<file path="config.mk">
export PLATFORM = sky130hd
export DESIGN_NAME = coh_dir_slice
export DESIGN_NICKNAME = d
export VERILOG_FILES = /design/src/rtl/coh_dir_pkg.sv /design/src/rtl/coh_dir_pick.sv /design/src/rtl/coh_dir_inv_engine.sv /design/src/rtl/coh_dir_slice.sv
export SDC_FILE = /design/constraint.sdc
export NUM_CORES = 2
export LEC_CHECK = 0
export BUFFER_PORTS_ARGS = -buffer_cell sky130_fd_sc_hd__clkbuf_2
export CORE_ASPECT_RATIO = 1.4
export CORE_MARGIN = 3
export CORE_UTILIZATION = 57
export CTS_CLUSTER_SIZE = 40
export DETAILED_ROUTE_END_ITERATION = 10
export PLACE_DENSITY = 0.73
export SLEW_MARGIN = 20
export SYNTH_ARGS = -nofsm -noshare
export SYNTH_HDL_FRONTEND = slang
export SYNTH_SLANG_ARGS = --single-unit
</file>
<file path="constraint.sdc">
create_clock -name clk -period 15.95 [get_ports clk]
set_input_delay 1.595 -clock clk [delete_from_list [all_inputs] [get_ports clk]]
set_output_delay 1.595 -clock clk [all_outputs]
set_load 0.005 [all_outputs]
</file>
<file path="src/rtl/coh_dir_pkg.sv">
package coh_dir_pkg;

   typedef enum logic [1:0] {
      ST_INV = 2'd0,
      ST_SHR = 2'd1,
      ST_EXC = 2'd2,
      ST_PND = 2'd3
   } dir_state_e;

   typedef enum logic [1:0] {
      RSP_GNT_S = 2'd0,
      RSP_GNT_E = 2'd1,
      RSP_FWD   = 2'd2,
      RSP_RETRY = 2'd3
   } rsp_kind_e;

   typedef enum logic [3:0] {
      ACT_NONE,
      ACT_ALLOC_E,
      ACT_ALLOC_S,
      ACT_TOUCH,
      ACT_FWD,
      ACT_ADD,
      ACT_COLLAPSE,
      ACT_UPG,
      ACT_EVICT
   } dir_act_e;

endpackage

</file>
<file path="src/rtl/coh_dir_pick.sv">
module coh_dir_pick #(
   parameter int N = 8,
   localparam int IW = (N > 1) ? $clog2(N) : 1
) (
   input  logic [N-1:0]  req,
   output logic          found,
   output logic [IW-1:0] idx
);
   always_comb begin
      found = |req;
      idx   = '0;
      for (int i = N - 1; i >= 0; i--) begin
         if (req[i]) idx = IW'(i);
      end
   end
endmodule

</file>
<file path="src/rtl/coh_dir_inv_engine.sv">
module coh_dir_inv_engine #(
   parameter int NUM_CORES = 8,
   parameter int ADDR_W    = 12,
   localparam int CORE_W   = $clog2(NUM_CORES),
   localparam int CNT_W    = $clog2(NUM_CORES + 1)
) (
   input  logic                 clk,
   input  logic                 rst_n,
   input  logic                 load,
   input  logic [NUM_CORES-1:0] load_mask,
   input  logic [ADDR_W-1:0]    load_addr,
   input  logic                 ack_valid,
   output logic                 busy,
   output logic                 done,
   output logic [CNT_W-1:0]     outst,
   output logic                 inv_valid,
   output logic [CORE_W-1:0]    inv_core,
   output logic [ADDR_W-1:0]    inv_addr
);
   logic [NUM_CORES-1:0] send_q;
   logic                 any_left;

   coh_dir_pick #(.N(NUM_CORES)) u_next (
      .req(send_q), .found(any_left), .idx(inv_core)
   );

   assign inv_valid = busy && any_left;
   assign done      = busy && !any_left && (outst == '0);

   always_ff @(posedge clk) begin
      if (!rst_n) begin
         busy     <= 1'b0;
         send_q   <= '0;
         outst    <= '0;
         inv_addr <= '0;
      end else if (load && !busy) begin
         busy     <= 1'b1;
         send_q   <= load_mask;
         outst    <= '0;
         inv_addr <= load_addr;
      end else if (busy) begin
         if (inv_valid) send_q[inv_core] <= 1'b0;
         outst <= outst + CNT_W'(inv_valid) - CNT_W'(ack_valid);
         if (done) busy <= 1'b0;
      end
   end
endmodule

</file>
<file path="src/rtl/coh_dir_slice.sv">
module coh_dir_slice
   import coh_dir_pkg::*;
#(
   parameter int NUM_CORES = 8,
   parameter int WAYS      = 8,
   parameter int SETS      = 4,
   parameter int PTRS      = 2,
   parameter int ADDR_W    = 12,
   localparam int CORE_W   = $clog2(NUM_CORES)
) (
   input  logic              clk,
   input  logic              rst_n,
   input  logic              req_valid,
   output logic              req_ready,
   input  logic [ADDR_W-1:0] req_addr,
   input  logic [CORE_W-1:0] req_core,
   input  logic              req_write,
   output logic              resp_valid,
   output logic [1:0]        resp_kind,
   output logic [CORE_W-1:0] resp_core,
   output logic [ADDR_W-1:0] resp_addr,
   output logic              inv_valid,
   output logic [CORE_W-1:0] inv_core,
   output logic [ADDR_W-1:0] inv_addr,
   input  logic              inv_ack_valid
);
   localparam int SET_W  = $clog2(SETS);
   localparam int TAG_W  = ADDR_W - SET_W;
   localparam int WAY_W  = $clog2(WAYS);
   localparam int SLOT_W = (PTRS > 1) ? $clog2(PTRS) : 1;
   localparam int CNT_W  = $clog2(NUM_CORES + 1);

   if (NUM_CORES < 2 || (NUM_CORES & (NUM_CORES - 1)) != 0) begin : g_bad_cores
      $error("NUM_CORES must be a power of two, at least 2");
   end
   if (WAYS < 2 || (WAYS & (WAYS - 1)) != 0) begin : g_bad_ways
      $error("WAYS must be a power of two, at least 2");
   end
   if (SETS < 2 || (SETS & (SETS - 1)) != 0) begin : g_bad_sets
      $error("SETS must be a power of two, at least 2");
   end
   if (PTRS < 2) begin : g_bad_ptrs
      $error("PTRS must be at least 2");
   end
   if (TAG_W < 1) begin : g_bad_addr
      $error("ADDR_W must exceed the set index width");
   end

   // ---------------- storage ----------------
   dir_state_e        st_q  [SETS][WAYS];
   logic [TAG_W-1:0]  tag_q [SETS][WAYS];
   logic [PTRS-1:0]   pv_q  [SETS][WAYS];
   logic [CORE_W-1:0] pc_q  [SETS][WAYS][PTRS];
   logic [WAYS-1:0]   mru_q [SETS];

   // ---------------- lookup ----------------
   logic [SET_W-1:0] rs;
   logic [TAG_W-1:0] rt;
   assign rs = req_addr[SET_W-1:0];
   assign rt = req_addr[ADDR_W-1:SET_W];

   logic [WAYS-1:0] match, free_v, pend_v, excl_v, slot_v;

   for (genvar w = 0; w < WAYS; w++) begin : g_way
      assign match[w]  = (st_q[rs][w] != ST_INV) && (tag_q[rs][w] == rt);
      assign free_v[w] = (st_q[rs][w] == ST_INV);
      assign pend_v[w] = (st_q[rs][w] == ST_PND);
      assign excl_v[w] = match[w] && (st_q[rs][w] == ST_EXC);
      assign slot_v[w] = match[w] && (st_q[rs][w] == ST_SHR) && !(&pv_q[rs][w]);
   end

   logic hit, pend_any, excl_any;
   assign hit      = |match;
   assign pend_any = |(match & pend_v);
   assign excl_any = |excl_v;

   logic             home_found, free_found, slot_found, vic_lru_found, vic_found;
   logic [WAY_W-1:0] home_way, free_way, slot_way, vic_lru_way, vic_any_way, vic_way;
   logic             slot_idx_found;
   logic [SLOT_W-1:0] slot_idx;

   coh_dir_pick #(.N(WAYS)) u_home (.req(match),  .found(home_found), .idx(home_way));
   coh_dir_pick #(.N(WAYS)) u_free (.req(free_v), .found(free_found), .idx(free_way));
   coh_dir_pick #(.N(WAYS)) u_slotw(.req(slot_v), .found(slot_found), .idx(slot_way));
   coh_dir_pick #(.N(PTRS)) u_sloti(.req(~pv_q[rs][slot_way]), .found(slot_idx_found), .idx(slot_idx));
   coh_dir_pick #(.N(WAYS)) u_vlru (.req(~pend_v & ~mru_q[rs]), .found(vic_lru_found), .idx(vic_lru_way));
   coh_dir_pick #(.N(WAYS)) u_vany (.req(~pend_v), .found(vic_found), .idx(vic_any_way));
   assign vic_way = vic_lru_found ? vic_lru_way : vic_any_way;

   logic [NUM_CORES-1:0] holders, others, vic_mask;
   logic [CORE_W-1:0]    owner;
   assign owner = pc_q[rs][home_way][0];

   always_comb begin
      holders  = '0;
      vic_mask = '0;
      for (int w = 0; w < WAYS; w++) begin
         for (int p = 0; p < PTRS; p++) begin
            if (match[w] && pv_q[rs][w][p]) holders[pc_q[rs][w][p]] = 1'b1;
         end
      end
      for (int p = 0; p < PTRS; p++) begin
         if (pv_q[rs][vic_way][p]) vic_mask[pc_q[rs][vic_way][p]] = 1'b1;
      end
   end
   assign others = holders & ~(NUM_CORES'(1) << req_core);

   // ---------------- decision ----------------
   dir_act_e          act;
   rsp_kind_e         r_kind;
   logic [CORE_W-1:0] r_core;
   logic              r_give;
   logic              eng_busy, eng_done;
   logic [CNT_W-1:0]  outst;

   always_comb begin
      act    = ACT_NONE;
      r_kind = RSP_RETRY;
      r_core = req_core;
      r_give = 1'b1;
      if (pend_any) begin
         act = ACT_NONE;
      end else if (!hit) begin
         if (free_found) begin
            act    = ACT_ALLOC_E;
            r_kind = RSP_GNT_E;
         end else if (!eng_busy && vic_found) begin
            act = ACT_EVICT;
         end
      end else if (!req_write) begin
         if (holders[req_core]) begin
            act    = ACT_TOUCH;
            r_kind = excl_any ? RSP_GNT_E : RSP_GNT_S;
         end else if (excl_any) begin
            act    = ACT_FWD;
            r_kind = RSP_FWD;
            r_core = owner;
         end else if (slot_found && slot_idx_found) begin
            act    = ACT_ADD;
            r_kind = RSP_GNT_S;
         end else if (free_found) begin
            act    = ACT_ALLOC_S;
            r_kind = RSP_GNT_S;
         end else if (!eng_busy && vic_found) begin
            act = ACT_EVICT;
         end
      end else begin
         if (others == '0) begin
            act    = ACT_COLLAPSE;
            r_kind = RSP_GNT_E;
         end else if (!eng_busy) begin
            act    = ACT_UPG;
            r_give = 1'b0;
         end
      end
   end

   logic req_fire;
   assign req_ready = !eng_done;
   assign req_fire  = req_valid && req_ready;

   // ---------------- invalidation engine ----------------
   logic                 eng_load;
   logic [NUM_CORES-1:0] eng_mask;
   logic [ADDR_W-1:0]    eng_addr;
   assign eng_load = req_fire && (act == ACT_UPG || act == ACT_EVICT);
   assign eng_mask = (act == ACT_UPG) ? others : vic_mask;
   assign eng_addr = (act == ACT_UPG) ? req_addr : {tag_q[rs][vic_way], rs};

   coh_dir_inv_engine #(.NUM_CORES(NUM_CORES), .ADDR_W(ADDR_W)) u_eng (
      .clk(clk), .rst_n(rst_n), .load(eng_load), .load_mask(eng_mask),
      .load_addr(eng_addr), .ack_valid(inv_ack_valid), .busy(eng_busy),
      .done(eng_done), .outst(outst), .inv_valid(inv_valid),
      .inv_core(inv_core), .inv_addr(inv_addr)
   );

   // ---------------- update ----------------
   function automatic logic [WAYS-1:0] mru_touch(input logic [WAYS-1:0] m,
                                                  input logic [WAY_W-1:0] w);
      logic [WAYS-1:0] n;
      n = m | (WAYS'(1) << w);
      if (&n) n = WAYS'(1) << w;
      return n;
   endfunction

   logic [SET_W-1:0]  fin_set;
   logic [TAG_W-1:0]  fin_tag;
   logic [WAY_W-1:0]  fin_way;
   logic [CORE_W-1:0] fin_core;
   logic              fin_evict;
   logic              resp_valid_q;
   logic [1:0]        resp_kind_q;
   logic [CORE_W-1:0] resp_core_q;
   logic [ADDR_W-1:0] resp_addr_q;

   always_ff @(posedge clk) begin
      if (!rst_n) begin
         for (int s = 0; s < SETS; s++) begin
            mru_q[s] <= '0;
            for (int w = 0; w < WAYS; w++) begin
               st_q[s][w]  <= ST_INV;
               tag_q[s][w] <= '0;
               pv_q[s][w]  <= '0;
               for (int p = 0; p < PTRS; p++) pc_q[s][w][p] <= '0;
            end
         end
         fin_set      <= '0;
         fin_tag      <= '0;
         fin_way      <= '0;
         fin_core     <= '0;
         fin_evict    <= 1'b0;
         resp_valid_q <= 1'b0;
         resp_kind_q  <= '0;
         resp_core_q  <= '0;
         resp_addr_q  <= '0;
      end else begin
         resp_valid_q <= 1'b0;
         if (req_fire) begin
            resp_valid_q <= r_give;
            resp_kind_q  <= r_kind;
            resp_core_q  <= r_core;
            resp_addr_q  <= req_addr;
            case (act)
               ACT_ALLOC_E, ACT_ALLOC_S: begin
                  st_q[rs][free_way]     <= (act == ACT_ALLOC_E) ? ST_EXC : ST_SHR;
                  tag_q[rs][free_way]    <= rt;
                  pv_q[rs][free_way]     <= PTRS'(1);
                  pc_q[rs][free_way][0]  <= req_core;
                  mru_q[rs]              <= mru_touch(mru_q[rs], free_way);
               end
               ACT_TOUCH: mru_q[rs] <= mru_touch(mru_q[rs], home_way);
               ACT_FWD: begin
                  st_q[rs][home_way]    <= ST_SHR;
                  pv_q[rs][home_way]    <= PTRS'(3);
                  pc_q[rs][home_way][1] <= req_core;
                  mru_q[rs]             <= mru_touch(mru_q[rs], home_way);
               end
               ACT_ADD: begin
                  pv_q[rs][slot_way][slot_idx] <= 1'b1;
                  pc_q[rs][slot_way][slot_idx] <= req_core;
                  mru_q[rs]                    <= mru_touch(mru_q[rs], slot_way);
               end
               ACT_COLLAPSE: begin
                  for (int w = 0; w < WAYS; w++) begin
                     if (match[w] && WAY_W'(w) != home_way) st_q[rs][w] <= ST_INV;
                  end
                  st_q[rs][home_way]    <= ST_EXC;
                  pv_q[rs][home_way]    <= PTRS'(1);
                  pc_q[rs][home_way][0] <= req_core;
                  mru_q[rs]             <= mru_touch(mru_q[rs], home_way);
               end
               ACT_UPG: begin
                  st_q[rs][home_way] <= ST_PND;
                  fin_set   <= rs;
                  fin_tag   <= rt;
                  fin_way   <= home_way;
                  fin_core  <= req_core;
                  fin_evict <= 1'b0;
               end
               ACT_EVICT: begin
                  st_q[rs][vic_way] <= ST_PND;
                  fin_set   <= rs;
                  fin_tag   <= tag_q[rs][vic_way];
                  fin_way   <= vic_way;
                  fin_core  <= req_core;
                  fin_evict <= 1'b1;
               end
               default: ;
            endcase
         end else if (eng_done) begin
            if (fin_evict) begin
               st_q[fin_set][fin_way] <= ST_INV;
            end else begin
               for (int w = 0; w < WAYS; w++) begin
                  if (WAY_W'(w) != fin_way && st_q[fin_set][w] != ST_INV &&
                      tag_q[fin_set][w] == fin_tag) st_q[fin_set][w] <= ST_INV;
               end
               st_q[fin_set][fin_way]    <= ST_EXC;
               pv_q[fin_set][fin_way]    <= PTRS'(1);
               pc_q[fin_set][fin_way][0] <= fin_core;
               mru_q[fin_set]            <= mru_touch(mru_q[fin_set], fin_way);
               resp_valid_q <= 1'b1;
               resp_kind_q  <= RSP_GNT_E;
               resp_core_q  <= fin_core;
               resp_addr_q  <= {fin_tag, fin_set};
            end
         end
      end
   end

   assign resp_valid = resp_valid_q;
   assign resp_kind  = resp_kind_q;
   assign resp_core  = resp_core_q;
   assign resp_addr  = resp_addr_q;

endmodule

</file>
==> results_dict.tcl <==
set metrics [dict create \
    layout_commonest_cell "edfxtp_1" \
    cts_post_setup_buffers_inserted 0 \
    met2_usage_pct 70.4 \
    first_iter_violations 5965 \
    outcome "finished clean" \
    busiest_layer "met2" \
    ys_types 121 \
    worst_skew_pair_later_pin_latency_ps 680 \
    max_clock_freq_mhz 107 \
    syn_area_per_cell_um2 10.7 \
    commonest_cells_after_routing_fill_and_taps_aside "edfxtp_1 (640), nor2_1 (585), nand2_1 (455)" \
    critPathTopFamily "compound AO/OA/AOI/OAI gates" \
    avgRoutedWirePerCell_um 35.3 \
    tritoncts "yes" \
    ratio_of_total_power_to_cell_area_mw_per_mm2 95.6 \
    final_antenna_net_count 0 \
    drt-pass1-iter-count 6 \
    ys_seq_area_share_pct 46.9 \
    cts_hold_buffers 0 \
    setup_viol 0 \
    dieArea_mm2 0.0826 \
    path_clk_slew_ps 60 \
    ir_worst_vdd_mv 0.0960 \
    core-area_mm2 0.0781 \
    worst-endpoint-arrival_ps 9690 \
    cellInternalPower_uw 3350 \
    cts-root-to-sink-buffers 3 \
    crit_top_cell "buf_4" \
    critical_path_class "in -> reg" \
    ctsRootBufferMaster "clkbuf_16" \
    grt_util_met3_pct 14.7 \
    power.sequential.fraction_pct 47.2 \
    cpMaxStageDelayCell "buf_4" \
    use_met1_pct 49.2 \
    drive_above_1_share_pct 16.3 \
    synthesized_area_mm2 0.0451 \
    grt_overflow_total 0 \
    finalNetCount 4178 \
    pin_count_of_the_biggest_net_entering_global_routing 114 \
    syn_nets 4227 \
    via_count_of_the_first_global_routing_pass 38200 \
    p_leak_uw 0.0169 \
    global_placer_s_final_weighted_congestion 1.15 \
    floorplan.die.height_um 339 \
    n_fill_cell 6306 \
    critPathMaxStageDelay_ps 860 \
    num_io_pins 55 \
    net-switching-power_uw 1320 \
    timing.setup.tns_ps 0 \
    htree_num_levels 3 \
    synth-edff-count 640 \
    dr_total_vias 38800 \
    layoutNonFillerInstCount 5267 \
    async_reset_ff_share_pct 0 \
    max_cap_violations 0 \
    drt_wl_total_mm 186 \
    primary_flip_flop_cell_chosen_by_synthesis_mapping "edfxtp_1" \
    pwr-share-comb_pct 15.6 \
    min-delay-path-class "reg -> reg" \
    timing.critical_path.from_type "input pin" \
    worstSetupEndpointType "flip-flop" \
    synth_warn 0 \
    clock_skew_ps 34.6 \
    fin_hold_ws_ps 456 \
    worstPathCellList "buf_8 > buf_4 > mux4_1 > o2bb2ai_1 > a211oi_1 > nand4_1 > or3_1 > o211ai_1 > nor3_1 > a31oi_1 > o41ai_2 > o21ai_1 > o41a_1 > buf_4 > nor2_2 > nand2_2 > buf_4 > buf_4 > o21ai_0 > buf_4" \
    required_time_of_the_critical_path_ps 16310 \
    clock-sinks 736 \
    numCtsBuffers 73 \
    grt_antenna_before_repair 20 \
    crit_path_max_fanout 53 \
    tightest_slew_ps 1350 \
    post_cts_resized 0 \
    clkPwrFrac_pct 37.2 \
    finalHoldViolCount 0 \
    timing.final.crit_period_ps 9320 \
    routed_via_density 7.36 \
    report.final.slew_viol_count 0 \
    netSwitchingFraction_pct 28.2 \
    gr-usage-all-layers_pct 45.2 \
    pre_cts_ws_ps 6170 \
    dp_hpwl_mm 133 \
    area_added_between_synthesis_and_finish_pct 8.13 \
    floorplan.rows 121 \
    worst-path-buf-inv 6 \
    layout_worst_path_cycle_share_pct 58.4 \
    grt_pass1_wl_mm 268 \
    postSynthRegisterBits 736 \
    detail_route.drc_violations 0 \
    effective_utilization_at_floorplan_pct 57.7 \
    postSynthCellCount 4201 \
    placed_cells_incl_taps 5119 \
    timing.final.ws_setup_ps 6630 \
    rsz_0062_raised_after_global_routing "no" \
    slew_headroom_pct 9.96 \
    port_buffers 54 \
    dieWidth_um 244 \
]
path summary, 6_finish.rpt:
kind                      start             to  slack, ps  cells past startpoint
setup reg to reg     st_q[2][4]   tag_q[1][16]       8540                     18
setup / recovery    req_addr[0]   tag_q[1][16]       6630                     20
hold reg to reg   resp_addr[10]  resp_addr[10]        460                      2
hold / removal    resp_addr[10]  resp_addr[10]        460                      2
cell usage after synthesis, drive strengths merged, types with 68 or more instances:
master / count / area share [%]
a21oi: 134 / 1.5
and3: 74 / 1.0
buf: 113 / 1.7
clkbuf: 197 / 1.7
dfxtp: 96 / 4.3
edfxtp: 640 / 43
inv: 81 / 0.67
mux2i: 79 / 1.8
mux4: 262 / 13
nand2: 460 / 3.8
nand2b: 68 / 0.95
nand3: 70 / 0.79
nor2: 594 / 5.0
nor3: 208 / 2.6
o21ai: 225 / 2.5
o22ai: 68 / 0.94
xnor2: 110 / 2.1
cell type report:
type                            instances  area (µm²)  share of cell area, %
Multi-Input combinational cell       3073       22300                   45.7
Sequential cell                       736       21100                   43.4
Clock buffer                           97        2030                   4.17
Tap cell                             1045        1310                   2.68
Timing Repair Buffer                  186        1300                   2.67
Clock inverter                         35         337                  0.690
Inverter                               82         308                  0.631
Antenna cell                           13        32.5                 0.0667
worst min-delay path: cells and delay by family (launching register included):
family	cells	cell delay [ps]
simple gates	1	50
compound gates	1	50
flops	1	310
registers in the layout, indices dropped and copies added, names as in the netlist, 3 cells and up, named ones only:
name / count
tag_q: 320
pc_q: 192
pv_q: 64
st_q: 64
mru_q: 32
resp_addr: 12
u_eng.inv_addr: 12
fin_tag: 10
u_eng.send_q: 8
u_eng.outst: 4
fin_core: 3
fin_way: 3
resp_core: 3
per-layer routing:
layer	share of wire, %	wire length, µm	vias up
li1	-	-	15800
met1	31	56900	18600
met2	46	84800	3130
met3	12	22100	1144
met4	12	22100	16
met5	0.082	153	-
logic make-up after synthesis:
family                   synth area share [%]
multiplexers                             15.1
XOR/XNOR                                 3.18
adder cells (fa/ha/maj)                 0.183
AND/OR/NAND/NOR                          18.8
buffers and inverters                    4.07
flip-flops                               46.9
AO/OA/AOI/OAI                            11.8
power by group through the flow:
stage          combinational (µW)  clock, µW  sequential, µW
2_1_floorplan                 442          0            2220
3_3_place_gp                  677          0            2230
3_5_place_dp                  681          0            2240
4_1_cts                       683       1730            2200
5_1_grt                       746       1820            2200
6_report                      729       1730            2200
per-stage QoR:
step / power [µW] / instance area (µm²) / utilization, %
2_1_floorplan: 2660 / 45100 / -
3_3_place_gp: 2910 / 46300 / 59.2
3_5_place_dp: 2920 / 46300 / 59.3
4_1_cts: 4610 / 48700 / 62.3
5_1_grt: 4770 / 48700 / 62.4
6_report: 4660 / 48800 / 62.4
(Power assumes the default switching activity.)
